$ cat config.mk
export PLATFORM = sky130hd
export DESIGN_NAME = lin_xlat_walker
export DESIGN_NICKNAME = d
export VERILOG_FILES = /design/src/rtl/pw_pkg.sv /design/src/rtl/pw_entry_dec.sv /design/src/rtl/pw_addr_gen.sv /design/src/rtl/pw_ctrl.sv /design/src/rtl/lin_xlat_walker.sv
export SDC_FILE = /design/constraint.sdc
export NUM_CORES = 1
export LEC_CHECK = 0
export BUFFER_PORTS_ARGS = -buffer_cell sky130_fd_sc_hd__buf_2
export CAP_MARGIN = 5
export CORE_ASPECT_RATIO = 0.7
export CORE_MARGIN = 4
export CORE_UTILIZATION = 49
export DETAILED_ROUTE_END_ITERATION = 10
export GPL_ROUTABILITY_DRIVEN = 0
export GPL_TIMING_DRIVEN = 0
export PLACE_DENSITY = 0.8
export SYNTH_ARGS = -nofsm -noshare
export SYNTH_HDL_FRONTEND = slang
export SYNTH_SLANG_ARGS = --single-unit
$ cat constraint.sdc
create_clock -name clk -period 2.4 [get_ports clk]
set_input_delay 0.6 -clock clk [delete_from_list [all_inputs] [get_ports clk]]
set_output_delay 0.6 -clock clk [all_outputs]
set_load 0.05 [all_outputs]
$ cat src/rtl/pw_pkg.sv
package pw_pkg;
  // log2 of entry size in bytes (64-bit entries)
  localparam int ENT_LG = 3;
  // walk levels in the order they are read
  localparam logic [1:0] LV_ROOT = 2'd0;
  localparam logic [1:0] LV_DIR  = 2'd1;
  localparam logic [1:0] LV_TBL  = 2'd2;

  typedef enum logic [1:0] {
    ST_IDLE  = 2'd0,
    ST_ISSUE = 2'd1,
    ST_WAIT  = 2'd2
  } walk_st_e;
endpackage

$ cat src/rtl/pw_entry_dec.sv
module pw_entry_dec #(
  parameter int ENT_W     = 64,
  parameter int PA_W      = 36,
  parameter int OFF_W     = 12,
  parameter int BIG_OFF_W = 21,
  parameter int PRES_BIT  = 0,
  parameter int SIZE_BIT  = 7
) (
  input  logic [ENT_W-1:0]          ent,
  output logic                      ent_present,
  output logic                      ent_size,
  output logic [PA_W-OFF_W-1:0]     ent_frame,
  output logic [PA_W-BIG_OFF_W-1:0] ent_big_base
);
  logic unused_ent_bits;

  assign ent_present     = ent[PRES_BIT];
  assign ent_size        = ent[SIZE_BIT];
  assign ent_frame       = ent[PA_W-1:OFF_W];
  assign ent_big_base    = ent[PA_W-1:BIG_OFF_W];
  assign unused_ent_bits = ^{ent[ENT_W-1:PA_W], ent[OFF_W-1:0]};
endmodule

$ cat src/rtl/pw_addr_gen.sv
module pw_addr_gen
  import pw_pkg::*;
#(
  parameter int LIN_W = 32,
  parameter int PA_W  = 36,
  parameter int OFF_W = 12,
  parameter int IDX_W = 9,
  parameter int TOP_W = 2
) (
  input  logic [1:0]              lvl,
  input  logic [LIN_W-1:0]        lin,
  input  logic [LIN_W-TOP_W-ENT_LG-1:0] base,
  input  logic [PA_W-OFF_W-1:0]   frame,
  output logic [PA_W-1:0]         addr
);
  localparam int DIR_LSB = OFF_W + IDX_W;
  localparam int TOP_LSB = DIR_LSB + IDX_W;
  localparam int ROOT_W  = LIN_W;

  logic [ROOT_W-1:0] root_addr;
  logic              unused_lin_bits;

  assign root_addr       = {base, lin[TOP_LSB +: TOP_W], {ENT_LG{1'b0}}};
  assign unused_lin_bits = ^lin[OFF_W-1:0];

  always_comb begin
    case (lvl)
      LV_ROOT: addr = {{(PA_W-ROOT_W){1'b0}}, root_addr};
      LV_DIR:  addr = {frame, lin[DIR_LSB +: IDX_W], {ENT_LG{1'b0}}};
      LV_TBL:  addr = {frame, lin[OFF_W +: IDX_W], {ENT_LG{1'b0}}};
      default: addr = '0;
    endcase
  end
endmodule

$ cat src/rtl/pw_ctrl.sv
module pw_ctrl
  import pw_pkg::*;
#(
  parameter int LIN_W     = 32,
  parameter int PA_W      = 36,
  parameter int OFF_W     = 12,
  parameter int BIG_OFF_W = 21,
  parameter int BASE_W    = 27
) (
  input  logic                      clk,
  input  logic                      rst_n,
  input  logic                      req_valid,
  output logic                      req_ready,
  input  logic [LIN_W-1:0]          req_lin,
  input  logic                      req_big_en,
  input  logic [BASE_W-1:0]         root_base,
  output logic                      mem_req_valid,
  input  logic                      mem_req_ready,
  input  logic                      mem_rd_valid,
  input  logic                      ent_present,
  input  logic                      ent_size,
  input  logic [PA_W-OFF_W-1:0]     ent_frame,
  input  logic [PA_W-BIG_OFF_W-1:0] ent_big_base,
  output logic [1:0]                lvl,
  output logic [LIN_W-1:0]          lin_q,
  output logic [BASE_W-1:0]         base_q,
  output logic [PA_W-OFF_W-1:0]     frame_q,
  output logic                      rsp_done,
  output logic                      rsp_fault,
  output logic [PA_W-1:0]           rsp_phys
);
  walk_st_e st;
  logic     big_q;
  logic     stop_big;

  assign req_ready     = (st == ST_IDLE);
  assign mem_req_valid = (st == ST_ISSUE);
  assign stop_big      = (lvl == LV_DIR) && big_q && ent_size;

  always_ff @(posedge clk) begin
    if (!rst_n) begin
      st        <= ST_IDLE;
      lvl       <= LV_ROOT;
      lin_q     <= '0;
      base_q    <= '0;
      big_q     <= 1'b0;
      frame_q   <= '0;
      rsp_done  <= 1'b0;
      rsp_fault <= 1'b0;
      rsp_phys  <= '0;
    end else begin
      rsp_done  <= 1'b0;
      rsp_fault <= 1'b0;
      case (st)
        ST_IDLE: if (req_valid) begin
          lin_q  <= req_lin;
          base_q <= root_base;
          big_q  <= req_big_en;
          lvl    <= LV_ROOT;
          st     <= ST_ISSUE;
        end
        ST_ISSUE: if (mem_req_ready) st <= ST_WAIT;
        ST_WAIT: if (mem_rd_valid) begin
          if (!ent_present) begin
            rsp_fault <= 1'b1;
            st        <= ST_IDLE;
          end else if (stop_big) begin
            rsp_done <= 1'b1;
            rsp_phys <= {ent_big_base, lin_q[BIG_OFF_W-1:0]};
            st       <= ST_IDLE;
          end else if (lvl == LV_TBL) begin
            rsp_done <= 1'b1;
            rsp_phys <= {ent_frame, lin_q[OFF_W-1:0]};
            st       <= ST_IDLE;
          end else begin
            frame_q <= ent_frame;
            lvl     <= lvl + 2'd1;
            st      <= ST_ISSUE;
          end
        end
        default: st <= ST_IDLE;
      endcase
    end
  end
endmodule

$ cat src/rtl/lin_xlat_walker.sv
module lin_xlat_walker
  import pw_pkg::*;
#(
  parameter int LIN_W    = 32,
  parameter int PA_W     = 36,
  parameter int ENT_W    = 64,
  parameter int OFF_W    = 12,
  parameter int IDX_W    = 9,
  parameter int TOP_W    = 2,
  parameter int PRES_BIT = 0,
  parameter int SIZE_BIT = 7
) (
  input  logic                              clk,
  input  logic                              rst_n,
  input  logic                              req_valid,
  output logic                              req_ready,
  input  logic [LIN_W-1:0]                  req_lin,
  input  logic                              req_big_en,
  input  logic [LIN_W-TOP_W-ENT_LG-1:0]     root_base,
  output logic                              mem_req_valid,
  input  logic                              mem_req_ready,
  output logic [PA_W-1:0]                   mem_req_addr,
  input  logic                              mem_rd_valid,
  input  logic [ENT_W-1:0]                  mem_rd_data,
  output logic                              rsp_done,
  output logic                              rsp_fault,
  output logic [PA_W-1:0]                   rsp_phys
);
  localparam int BIG_OFF_W = OFF_W + IDX_W;
  localparam int BASE_W    = LIN_W - TOP_W - ENT_LG;
  localparam int FRM_W     = PA_W - OFF_W;
  localparam int BIG_W     = PA_W - BIG_OFF_W;

  logic             ent_present;
  logic             ent_size;
  logic [FRM_W-1:0] ent_frame;
  logic [BIG_W-1:0] ent_big_base;
  logic [1:0]       lvl;
  logic [LIN_W-1:0] lin_q;
  logic [BASE_W-1:0] base_q;
  logic [FRM_W-1:0] frame_q;

  pw_entry_dec #(
    .ENT_W(ENT_W), .PA_W(PA_W), .OFF_W(OFF_W), .BIG_OFF_W(BIG_OFF_W),
    .PRES_BIT(PRES_BIT), .SIZE_BIT(SIZE_BIT)
  ) u_dec (
    .ent(mem_rd_data), .ent_present(ent_present), .ent_size(ent_size),
    .ent_frame(ent_frame), .ent_big_base(ent_big_base)
  );

  pw_addr_gen #(
    .LIN_W(LIN_W), .PA_W(PA_W), .OFF_W(OFF_W), .IDX_W(IDX_W), .TOP_W(TOP_W)
  ) u_addr (
    .lvl(lvl), .lin(lin_q), .base(base_q), .frame(frame_q), .addr(mem_req_addr)
  );

  pw_ctrl #(
    .LIN_W(LIN_W), .PA_W(PA_W), .OFF_W(OFF_W), .BIG_OFF_W(BIG_OFF_W), .BASE_W(BASE_W)
  ) u_ctrl (
    .clk(clk), .rst_n(rst_n),
    .req_valid(req_valid), .req_ready(req_ready), .req_lin(req_lin),
    .req_big_en(req_big_en), .root_base(root_base),
    .mem_req_valid(mem_req_valid), .mem_req_ready(mem_req_ready),
    .mem_rd_valid(mem_rd_valid),
    .ent_present(ent_present), .ent_size(ent_size), .ent_frame(ent_frame),
    .ent_big_base(ent_big_base),
    .lvl(lvl), .lin_q(lin_q), .base_q(base_q), .frame_q(frame_q),
    .rsp_done(rsp_done), .rsp_fault(rsp_fault), .rsp_phys(rsp_phys)
  );
endmodule

==> results.py, run 1 <==
metrics = {
    "worst_setup_path": {
        "r2r-start": "u_ctrl.lvl[1]$_SDFFE_PN0P_",
        "crit_family": "flip-flops",
        "path_class": "reg -> out",
        "crit_chain": "inv_4 -> ha_4 -> or2_4 -> clkbuf_16 -> a22oi_2 -> nor2_2 -> buf_6",
        "crit_path_top_delay_cell": "dfxtp_4",
        "worstPathMaxFanout": 5,
        "r2r-end": "u_ctrl.rsp_phys[24]$_SDFFE_PN0P_",
        "worst_r2r_path_depth": 8,
        "max_stage_delay_ps": 390,
        "reg2reg_slack_ps": 480,
        "critPathArrivalTime_ps": 1880,
        "critPathBufInv": 3,
        "start_kind": "flip-flop",
        "required_ps": 1800,
        "crit_path_end_kind": "primary output",
    },
    "sta": {
        "grt_setup_unrepaired": "true",
        "fmax_mhz": 403,
        "fin_skew_ps": 6.56,
        "finalCriticalPeriod_ps": 2480,
        "worstMarginPinSlew_ps": 542,
        "setup_viol": 20,
        "period_share_pct": 103,
        "slew_violations": 0,
        "fin_setup_tns_ps": -748,
        "slew_headroom_pct": 63.8,
        "hold_viol_final": 0,
        "layout_setup_ws_ps": -80.6,
    },
    "cells_and_area": {
        "syn2layout_area_growth_pct": 39.8,
        "diodes": 0,
        "final.fill_count": 802,
        "drive_gt1_share_pct": 32.1,
        "nNetsFinal": 960,
    },
    "cts": {
        "cts.sinks": 126,
        "cts-buffers-inserted": 17,
        "clk_pin_slew_worst_paths_ps": 50,
        "clock_latency_ps": 410,
        "cts_max_level": 4,
        "cts-root-buf": "clkbuf_16",
        "clockBufferDepth": 2,
        "cts_hold_buf": 0,
        "cts_tree": "done",
    },
    "hold_path": {
        "hold_start": "root_base[0]",
        "min_to": "u_ctrl.base_q[0]$_SDFFE_PN0P_",
        "whs_path_depth": 3,
        "hold_path.class": "in -> reg",
    },
    "logic_synthesis": {
        "avgSynthCellArea_um2": 8.34,
        "synthTopCellsByCount": "nand2_1, dfxtp_1, a21boi_0",
        "synthTopCellsByArea": "dfxtp_1, nand2_1, a21boi_0, a21boi_1, a22oi_1",
        "yosysTopAreaCell": "dfxtp_1",
        "async_flop_share_pct": 0,
        "synthDistinctLibCells": 34,
        "yosysTopAreaCellShare_pct": 47.0,
        "synth-edff-count": 0,
        "synthFlopType": "dfxtp_1",
        "yosysMostFrequentCell": "nand2_1",
        "yosysWarnings": 0,
        "ys_ff_latch": 126,
        "yosysSeqAreaShare_pct": 47.0,
        "netlist_area_um2": 5360,
        "netlist_instances": 643,
    },
    "detailed_routing": {
        "first_pass_iters": 8,
        "viasPerCell": 5.31,
        "first_iter_violations": 331,
        "wire_per_inst_um": 17.0,
        "wl_um": 16800,
        "postRouteAntennaNets": 0,
        "vias": 5236,
        "drc": 0,
    },
    "floorplanning": {
        "ios": 205,
        "rows": 31,
        "die_w_um": 133,
        "coreArea_um2": 10500,
        "die_h_um": 95.5,
        "start_util_pct": 51.0,
        "die_area_um2": 12700,
    },
    "global_route": {
        "grt_max_degree": 17,
        "overflow": 0,
        "grt_usage_pct": 25.8,
        "antenna_found_initial": 0,
        "grt_pass1_vias": 5176,
        "grt_pass1_wl_um": 25800,
    },
    "power": {
        "peakVddDrop_mv": 0.529,
        "p_per_area_nw_per_um2": 765,
        "leakage_nw": 3.24,
        "total_power_mw": 5.74,
    },
    "run_status": {
        "status": "complete, but fails checks",
        "violations": "setup timing",
    },
    "placement": {
        "place_hpwl_um": 12000,
        "portBuffers": 162,
    },
    "flow_run": {
        "maxCapViolCount": 0,
    },
}
[cells in the final DEF, fill, tap and decap left out, drive strengths merged, types with 2 or more instances in the layout]
cell type and count:
a21boi 111, a21oi 3, a222oi 9, a22oi 20, a31oi 2, and2 2, buf 194, bufinv 5
clkbuf 47, conb 3, dfxtp 126, ha 4, inv 3, mux2 2, mux2i 10, nand2 233
nand3 2, nor2 34, nor2b 3, nor3b 4, o211a 9, o21ai 2, or2 2
[stage by stage]
stage,hold WS (ps),utilization [%],setup WS (ps),cell area [µm²],cells
after floorplan,435,-,-405,5400,645
after global placement,445,60.8,-222,6390,955
after detailed placement,454,60.8,-307,6390,955
after CTS,433,70.6,-62.0,7420,986
after global routing,440,71.3,-116,7500,986
final,439,71.3,-80.6,7500,986
[worst min-delay path, cell delays in order]
cell      delay [ps]
buf_2            100
nand2_1           40
a21boi_0          60
[kinds of logic (layout without fill, tap and decap cells)]
group | Yosys count | count (layout) | share of synthesized area (%)
compound gates | 157 | 157 | 22.6
other cells | 1 | 3 | 0.0699
buf+inv | 57 | 250 | 5.55
flops | 126 | 126 | 47.0
simple gates | 286 | 286 | 21.6
fa+ha+maj | 4 | 4 | 0.933
mux | 12 | 12 | 2.29
[how the worst max path moves through the flow]
stage	start	depth (start not counted)	to	slack [ps]
6_report	u_ctrl.lvl[1]$_SDFFE_PN0P_	7	mem_req_addr[24]	-80
5_1_grt	u_ctrl.lvl[1]$_SDFFE_PN0P_	7	mem_req_addr[18]	-120
4_1_cts	u_ctrl.lvl[0]$_SDFFE_PN0P_	7	mem_req_addr[24]	-60
3_5_place_dp	u_ctrl.lvl[0]$_SDFFE_PN0P_	7	mem_req_addr[24]	-310
3_3_place_gp	u_ctrl.lvl[0]$_SDFFE_PN0P_	7	mem_req_addr[22]	-220
2_1_floorplan	u_ctrl.lvl[0]$_SDFFE_PN0P_	5	mem_req_addr[32]	-400
[power by group]
group	internal, mW	total, mW	switching, mW
clock	1.94	2.83	0.888
combinational	0.262	0.677	0.415
sequential	2.17	2.23	0.0611
total	4.37	5.74	1.36
[cell type report]
class / count / area [µm²] / area share, %
multi-input cells: 462 / 2700 / 36.1
flip-flops and latches: 126 / 2530 / 33.7
repair buffers: 164 / 1020 / 13.6
clock buffers: 24 / 492 / 6.56
plain buffers: 53 / 394 / 5.26
well taps: 148 / 185 / 2.47
clock inverters: 6 / 155 / 2.07
inverters: 3 / 16.3 / 0.217
[what timing repair did]
action,CTS,global route
cloned,1,0
setup endpoints to repair,33,33
pin swaps,14,13
resized for setup,104,27
buffers inserted,1,0
[state kept, by name (all words and copies together) (netlist names)]
register and cells:
u_ctrl.lvl 2, u_ctrl.base_q 27, u_ctrl.lin_q 32, u_ctrl.frame_q 24, u_ctrl.rsp_fault 1, u_ctrl.st 2
u_ctrl.rsp_done 1, u_ctrl.rsp_phys 36, u_ctrl.big_q 1
[metal layers]
| metal | global-route usage [%] | share of wire [%] | up-vias |
|---|---|---|---|
| met3 | 6.49 | 7.1 | 17 |
| met5 | 0 | 0 | - |
| met2 | 43.2 | 47 | 214 |
| li1 | - | - | 2510 |
| met4 | 6.49 | 0.98 | 0 |
| met1 | 33.5 | 45 | 2495 |
Power figures use the tool's default switching activity.
==> run 2, diff against run 1 <==
CORE_UTILIZATION = 51   (was 49)
PLACE_DENSITY = 0.81   (was 0.8)
SYNTH_HIERARCHICAL = 1   (was not set)
==> run 2 against run 1 <==
Against the previous run: setup slack better by 170 ps; clock-buffer cell count is 1 lower; design area grew 3.7%; sequential power hardly changed; wire length grew 2.7%; clock power is 2% higher; highest routed layer unchanged; utilization decreased by 5.0 points; largest power group unchanged; sequential share of layout area is 1.2 points lower; sequential cell count stayed put; the flow now finishes without violations.
==> results.py, run 2 <==
metrics = {
    "run_status": {
        "status": "finished, final reports clean",
    },
    "detailed_routing": {
        "first_pass_iters": 5,
        "vias": 5287,
        "postRouteAntennaNets": 0,
        "wire_per_inst_um": 17.1,
        "viasPerCell": 5.22,
        "first_iter_violations": 270,
        "drc": 0,
        "wl_um": 17300,
    },
    "logic_synthesis": {
        "async_flop_share_pct": 0,
        "synth_top_family_by_area": "compound AO/OA/AOI/OAI gates",
        "netlist_area_um2": 6120,
        "synth-xor-area-share_pct": 0.266,
        "yosys.area_share.simple_pct": 14.4,
        "synth-edff-count": 0,
        "yosysMostFrequentCell": "nand2_1",
        "synthAdderAreaFrac_pct": 0.409,
        "yosysWarnings": 6,
        "synthTopCellsByCount": "nand2_1, dfxtp_1, mux2i_1",
        "synthTopCellsByArea": "dfxtp_1, mux2i_1, nand2_1, a21oi_1, buf_4",
        "synth_mux_area_share_pct": 14.7,
        "yosysSeqAreaShare_pct": 41.2,
        "synth_compound_area_share_pct": 17.7,
        "netlist_instances": 684,
        "synthDistinctLibCells": 38,
        "yosysTopAreaCellShare_pct": 41.2,
        "yosysTopAreaCell": "dfxtp_1",
        "synthFlopType": "dfxtp_1",
        "avgSynthCellArea_um2": 8.95,
        "ys_ff_latch": 126,
    },
    "cts": {
        "cts_tree": "done",
        "clk_pin_slew_worst_paths_ps": 50,
        "cts-root-buf": "clkbuf_16",
        "cts_setup_buffers": 0,
        "clockBufferDepth": 2,
        "cts.sinks": 126,
        "cts-buffers-inserted": 17,
        "clock_latency_ps": 410,
        "cts_max_level": 4,
    },
    "flow_run": {
        "maxCapViolCount": 0,
    },
    "worst_setup_path": {
        "start_kind": "flip-flop",
        "required_ps": 1800,
        "path_common_cell": "buf_6",
        "path_class": "reg -> out",
        "worstPathMaxFanout": 10,
        "crit_path_end_kind": "primary output",
        "max_stage_delay_ps": 340,
        "crit_path_top_delay_cell": "dfxtp_2",
        "crit_chain": "buf_6 -> nor2b_4 -> buf_6 -> buf_8 -> o2bb2ai_2 -> clkbuf_4",
        "critPathArrivalTime_ps": 1710,
    },
    "sta": {
        "period_share_pct": 96.3,
        "setup_viol": 0,
        "hold_viol_final": 0,
        "finalCriticalPeriod_ps": 2310,
        "worstMarginPinSlew_ps": 872,
        "slew_headroom_pct": 41.6,
        "grt_setup_unrepaired": "false",
        "slew_violations": 0,
        "fmax_mhz": 433,
        "layout_setup_ws_ps": 88.4,
        "fin_skew_ps": 9.80,
        "hold_ws_ps": 376,
    },
    "power": {
        "peakVddDrop_mv": 0.527,
        "switching_power_mw": 1.41,
        "leakage_nw": 3.17,
        "p_per_area_nw_per_um2": 741,
        "p_clk_share_pct": 50.3,
        "swShare_pct": 24.4,
        "seqPwrFrac_pct": 38.5,
        "internal-power_mw": 4.35,
        "total_power_mw": 5.76,
        "p_comb_share_pct": 11.2,
    },
    "cells_and_area": {
        "nNetsFinal": 973,
        "top_regs": "u_ctrl/rsp_phys (36), u_ctrl/lin_q (32), u_ctrl/base_q (27)",
        "diodes": 0,
        "layout.cells.most_common": "nand2_1",
        "syn2layout_area_growth_pct": 27.1,
        "final_cells": 1012,
        "final.fill_count": 988,
        "largest_register": "u_ctrl/rsp_phys",
        "final_cell_mix": "nand2_1, buf_2, dfxtp_1, mux2i_1, a21oi_1",
        "drive_gt1_share_pct": 33.1,
        "largest_reg_flops": 36,
    },
    "placement": {
        "portBuffers": 137,
        "place_hpwl_um": 12500,
        "dp_cells": 980,
        "dp_slack_ps": 221,
    },
    "floorplanning": {
        "coreArea_um2": 11700,
        "start_util_pct": 52.2,
        "die_h_um": 99.7,
        "rows": 33,
        "die_area_um2": 13800,
        "ios": 205,
        "die_w_um": 139,
    },
    "hold_path": {
        "hold_path.class": "in -> reg",
    },
    "global_route": {
        "grt_pass1_wl_um": 27000,
        "grt_pass1_vias": 5183,
        "grt_usage_pct": 24.6,
        "overflow": 0,
        "grt_max_degree": 17,
        "antenna_found_initial": 0,
    },
}
run 2: changes by cell type after synthesis, sizes merged, moves of 9 or more:
cell and change:
a211oi +25, a21boi -111, a21oi +81, a222oi -9, a22oi -20, buf +42
mux2i +80, nand2 -40, nor2 -32, o211a -9, o2bb2ai +29
run 2: worst paths after layout:
| kind | start | to | slack (ps) | cells past startpoint |
|---|---|---|---|---|
| max | u_ctrl/lvl[1]$_SDFFE_PN0P_ | mem_req_addr[24] | 90 | 6 |
| min | mem_rd_data[0] | u_ctrl/rsp_fault$_SDFF_PN0_ | 380 | 2 |
| max reg2reg | u_ctrl/st[1]$_SDFFE_PN0P_ | u_ctrl/base_q[18]$_SDFFE_PN0P_ | 450 | 5 |
| min reg2reg | u_ctrl/frame_q[23]$_SDFFE_PN0P_ | u_ctrl/frame_q[23]$_SDFFE_PN0P_ | 450 | 2 |
run 2: stage by stage:
stage	instance area [µm²]	util (%)	setup TNS, ps
detailed placement	7010	59.8	0
floorplan	6130	-	0
global route	7780	66.3	0
finish	7780	66.3	0
global placement	7010	59.8	0
CTS	7700	65.7	-20.3
run 2: routing by layer:
layer / up-vias / part of all wire, % / GRT usage [%]
li1: 2615 / - / -
met3: 17 / 8.1 / 6.49
met4: 0 / 1.0 / 7.44
met1: 2461 / 47 / 34.3
met2: 194 / 43 / 37.7
met5: - / 0 / 0
run 2: layout make-up:
class	count	area, µm²	area share [%]
Tap cell	157	196	2.52
Sequential cell	126	2530	32.5
Clock buffer	23	488	6.27
Multi-Input combinational cell	454	2950	37.9
Inverter	5	18.8	0.241
Clock inverter	9	180	2.32
Buffer	101	683	8.78
Timing Repair Buffer	137	741	9.52
run 2: what timing repair did:
action	in CTS	in global routing
hold buffers	0	0
resized for setup	9	27
setup endpoints to repair	24	32
gates cloned	0	0
run 2: worst max-delay path, delay by kind of cell, from the launching register on:
| family | cells | cell delay (ps) |
|---|---|---|
| buffers and inverters | 4 | 740 |
| DFF | 1 | 340 |
| AOI/OAI and AO/OA | 1 | 110 |
| and+or+nand+nor | 1 | 110 |
run 2: cells by family (layout without fill, tap and decap cells):
| kind of cell | count (synthesis) | in the layout |
|---|---|---|
| simple gates | 215 | 215 |
| compound gates | 143 | 143 |
| flops | 126 | 126 |
| buf+inv | 106 | 275 |
| mux | 90 | 90 |
| fa+ha+maj | 2 | 2 |
| other cells | 1 | 3 |
| xor+xnor | 1 | 1 |
run 2: power by group through the flow:
stage,logic (mW),registers (mW),clock network [mW]
4_1_cts,0.638,2.22,2.92
3_5_place_dp,0.629,2.26,0
2_1_floorplan,0.457,2.24,0
5_1_grt,0.703,2.22,3.01
3_3_place_gp,0.622,2.26,0
6_report,0.648,2.22,2.90
==> run 3, diff against run 2 <==
--- a/config.mk
+++ b/config.mk
@@ -15,4 +15,5 @@
 export GPL_TIMING_DRIVEN = 0
 export PLACE_DENSITY = 0.81
+export SETUP_SLACK_MARGIN = 0.05
 export SYNTH_ARGS = -nofsm -noshare
 export SYNTH_HDL_FRONTEND = slang
==> constraint.sdc (replaced) <==
create_clock -name clk -period 2.4 [get_ports clk]
set_input_delay 0.6 -clock clk [delete_from_list [all_inputs] [get_ports clk]]
set_output_delay 0.6 -clock clk [all_outputs]
set_load 0.1 [all_outputs]
==> run 3 against run 2 <==
Against the previous run: hold slack gained 8.2 ps; via count grew 2.2%; clock-buffer cell count shrank 1; critical path type unchanged; critical endpoint is now mem_req_addr[18]; largest cell class unchanged; largest power group unchanged.
==> results.py, run 3 (synthesis gave the netlist of run 2 again) <==
metrics = {
    "floorplanning": {
        "die_w_um": 139,
        "rows": 33,
        "start_util_pct": 52.2,
        "die_h_um": 99.7,
        "ios": 205,
        "coreArea_um2": 11700,
        "die_area_um2": 13800,
    },
    "cells_and_area": {
        "diodes": 0,
        "final_cell_mix": "nand2_1, dfxtp_1, buf_2, a21oi_1, mux2i_1",
        "largest_register": "u_ctrl/rsp_phys",
        "largest_reg_flops": 36,
        "layout.cells.most_common": "nand2_1",
        "nNetsFinal": 975,
        "drive_gt1_share_pct": 36.8,
        "top_regs": "u_ctrl/rsp_phys (36), u_ctrl/lin_q (32), u_ctrl/base_q (27)",
        "syn2layout_area_growth_pct": 32.7,
        "post-route-util_pct": 69.2,
        "final_cells": 1013,
    },
    "worst_setup_path": {
        "worst_r2r_path_depth": 7,
        "worst-path-stages": 6,
        "max_stage_delay_ps": 340,
        "required_ps": 1800,
        "critPathBufInv": 4,
        "crit_chain": "buf_6 -> nor2b_4 -> buf_12 -> buf_12 -> o2bb2ai_2 -> buf_12",
        "path_class": "reg -> out",
        "worstPathMaxFanout": 10,
        "crit_path_end_kind": "primary output",
        "path_common_cell": "buf_12",
        "critPathArrivalTime_ps": 1700,
        "r2r-start": "u_ctrl/lvl[0]$_SDFFE_PN0P_",
        "crit_family": "buffers and inverters",
        "r2r-end": "u_ctrl/rsp_phys[25]$_SDFFE_PN0P_",
        "critPathLaunch": "u_ctrl/lvl[1]$_SDFFE_PN0P_",
        "crit_path_top_delay_cell": "dfxtp_2",
        "cp-endpoint": "mem_req_addr[18]",
        "reg2reg_slack_ps": 380,
        "start_kind": "flip-flop",
    },
    "detailed_routing": {
        "first_pass_iters": 5,
        "first_iter_violations": 381,
        "wire_per_inst_um": 17.5,
        "postRouteAntennaNets": 0,
        "vias": 5403,
        "viasPerCell": 5.33,
        "drc": 0,
        "wl_um": 17700,
    },
    "placement": {
        "place_hpwl_um": 12800,
        "dp_cells": 980,
        "dp_slack_ps": 134,
        "portBuffers": 137,
    },
    "flow_run": {
        "maxCapViolCount": 0,
    },
    "sta": {
        "layout_setup_ws_ps": 102,
        "worstMarginPinSlew_ps": 908,
        "fin_setup_tns_ps": 0,
        "setup_viol": 0,
        "period_share_pct": 95.8,
        "fin_skew_ps": 6.32,
        "finalCriticalPeriod_ps": 2300,
        "hold_viol_final": 0,
        "grt_setup_unrepaired": "true",
        "slew_headroom_pct": 39.2,
        "hold_ws_ps": 384,
        "slew_violations": 0,
        "fmax_mhz": 435,
    },
    "cts": {
        "clock_latency_ps": 400,
        "cts.sinks": 126,
        "cts_max_level": 4,
        "clockBufferDepth": 2,
        "cts-root-buf": "clkbuf_16",
        "clk_pin_slew_worst_paths_ps": 50,
        "cts_tree": "done",
        "cts-buffers-inserted": 17,
    },
    "power": {
        "leakage_nw": 3.29,
        "p_per_area_nw_per_um2": 695,
        "peakVddDrop_mv": 0.518,
    },
    "global_route": {
        "grt_pass1_wl_um": 28100,
        "grt_pass1_vias": 5300,
        "antenna_found_initial": 0,
        "grt_usage_pct": 25.7,
        "grt_max_degree": 17,
        "overflow": 0,
    },
    "run_status": {
        "status": "finished, final reports clean",
    },
    "hold_path": {
        "hold_path.class": "in -> reg",
    },
}
-- run 3: changes by cell type in the layout (fill, tap and decap cells not counted), moves of 12 or more --
| cell | change |
|---|---|
| o2bb2ai_2 | +18 |
| buf_12 | +12 |
| buf_2 | -12 |
| o2bb2ai_1 | -18 |
| clkbuf_4 | -13 |
-- run 3: worst min path at each step --
stage                                          start  cells past startpoint  slack, ps                                to
detailed placement  u_ctrl/rsp_phys[11]$_SDFFE_PN0P_                      2        440  u_ctrl/rsp_phys[11]$_SDFFE_PN0P_
global route                          mem_rd_data[0]                      2        380       u_ctrl/rsp_fault$_SDFF_PN0_
floorplan            u_ctrl/frame_q[20]$_SDFFE_PN0P_                      2        430   u_ctrl/frame_q[20]$_SDFFE_PN0P_
finish                                mem_rd_data[0]                      2        380       u_ctrl/rsp_fault$_SDFF_PN0_
global placement     u_ctrl/frame_q[22]$_SDFFE_PN0P_                      2        440   u_ctrl/frame_q[22]$_SDFFE_PN0P_
CTS                                   mem_rd_data[0]                      2        370       u_ctrl/rsp_fault$_SDFF_PN0_
-- run 3: power by group --
part,switching [mW],internal [mW]
Sequential,0.0551,2.17
Combinational,0.583,0.284
Clock,0.918,1.63
Total,1.56,4.08
-- run 3: cell type report --
cell class,instances,area [µm²]
Sequential cell,126,2530
Fill cell,909,3610
Timing Repair Buffer,139,982
Clock inverter,9,110
Inverter,5,18.8
Clock buffer,22,484
Tap cell,157,196
Buffer,101,706
Multi-Input combinational cell,454,3090
-- run 3: what timing repair did --
action                     4_1_cts  5_1_grt
cloned                           0        0
buffers inserted                 0        2
setup endpoints to repair       33       31
hold endpoints to repair         0        0
resized for setup               98       13
hold buffers                     0        0
-- run 3: metrics by stage --
stage | area [µm²] | total power, mW
2_1_floorplan | 6250 | 2.86
3_3_place_gp | 7130 | 3.04
5_1_grt | 8120 | 5.85
3_5_place_dp | 7130 | 3.05
4_1_cts | 8060 | 5.66
6_report | 8120 | 5.64
-- run 3: per-layer routing --
| metal | share of wire, % | GRT usage [%] |
|---|---|---|
| met1 | 45 | 35.0 |
| met2 | 46 | 41.0 |
| met4 | 0.70 | 5.86 |
| met5 | 0 | 0 |
| met3 | 9.0 | 6.97 |
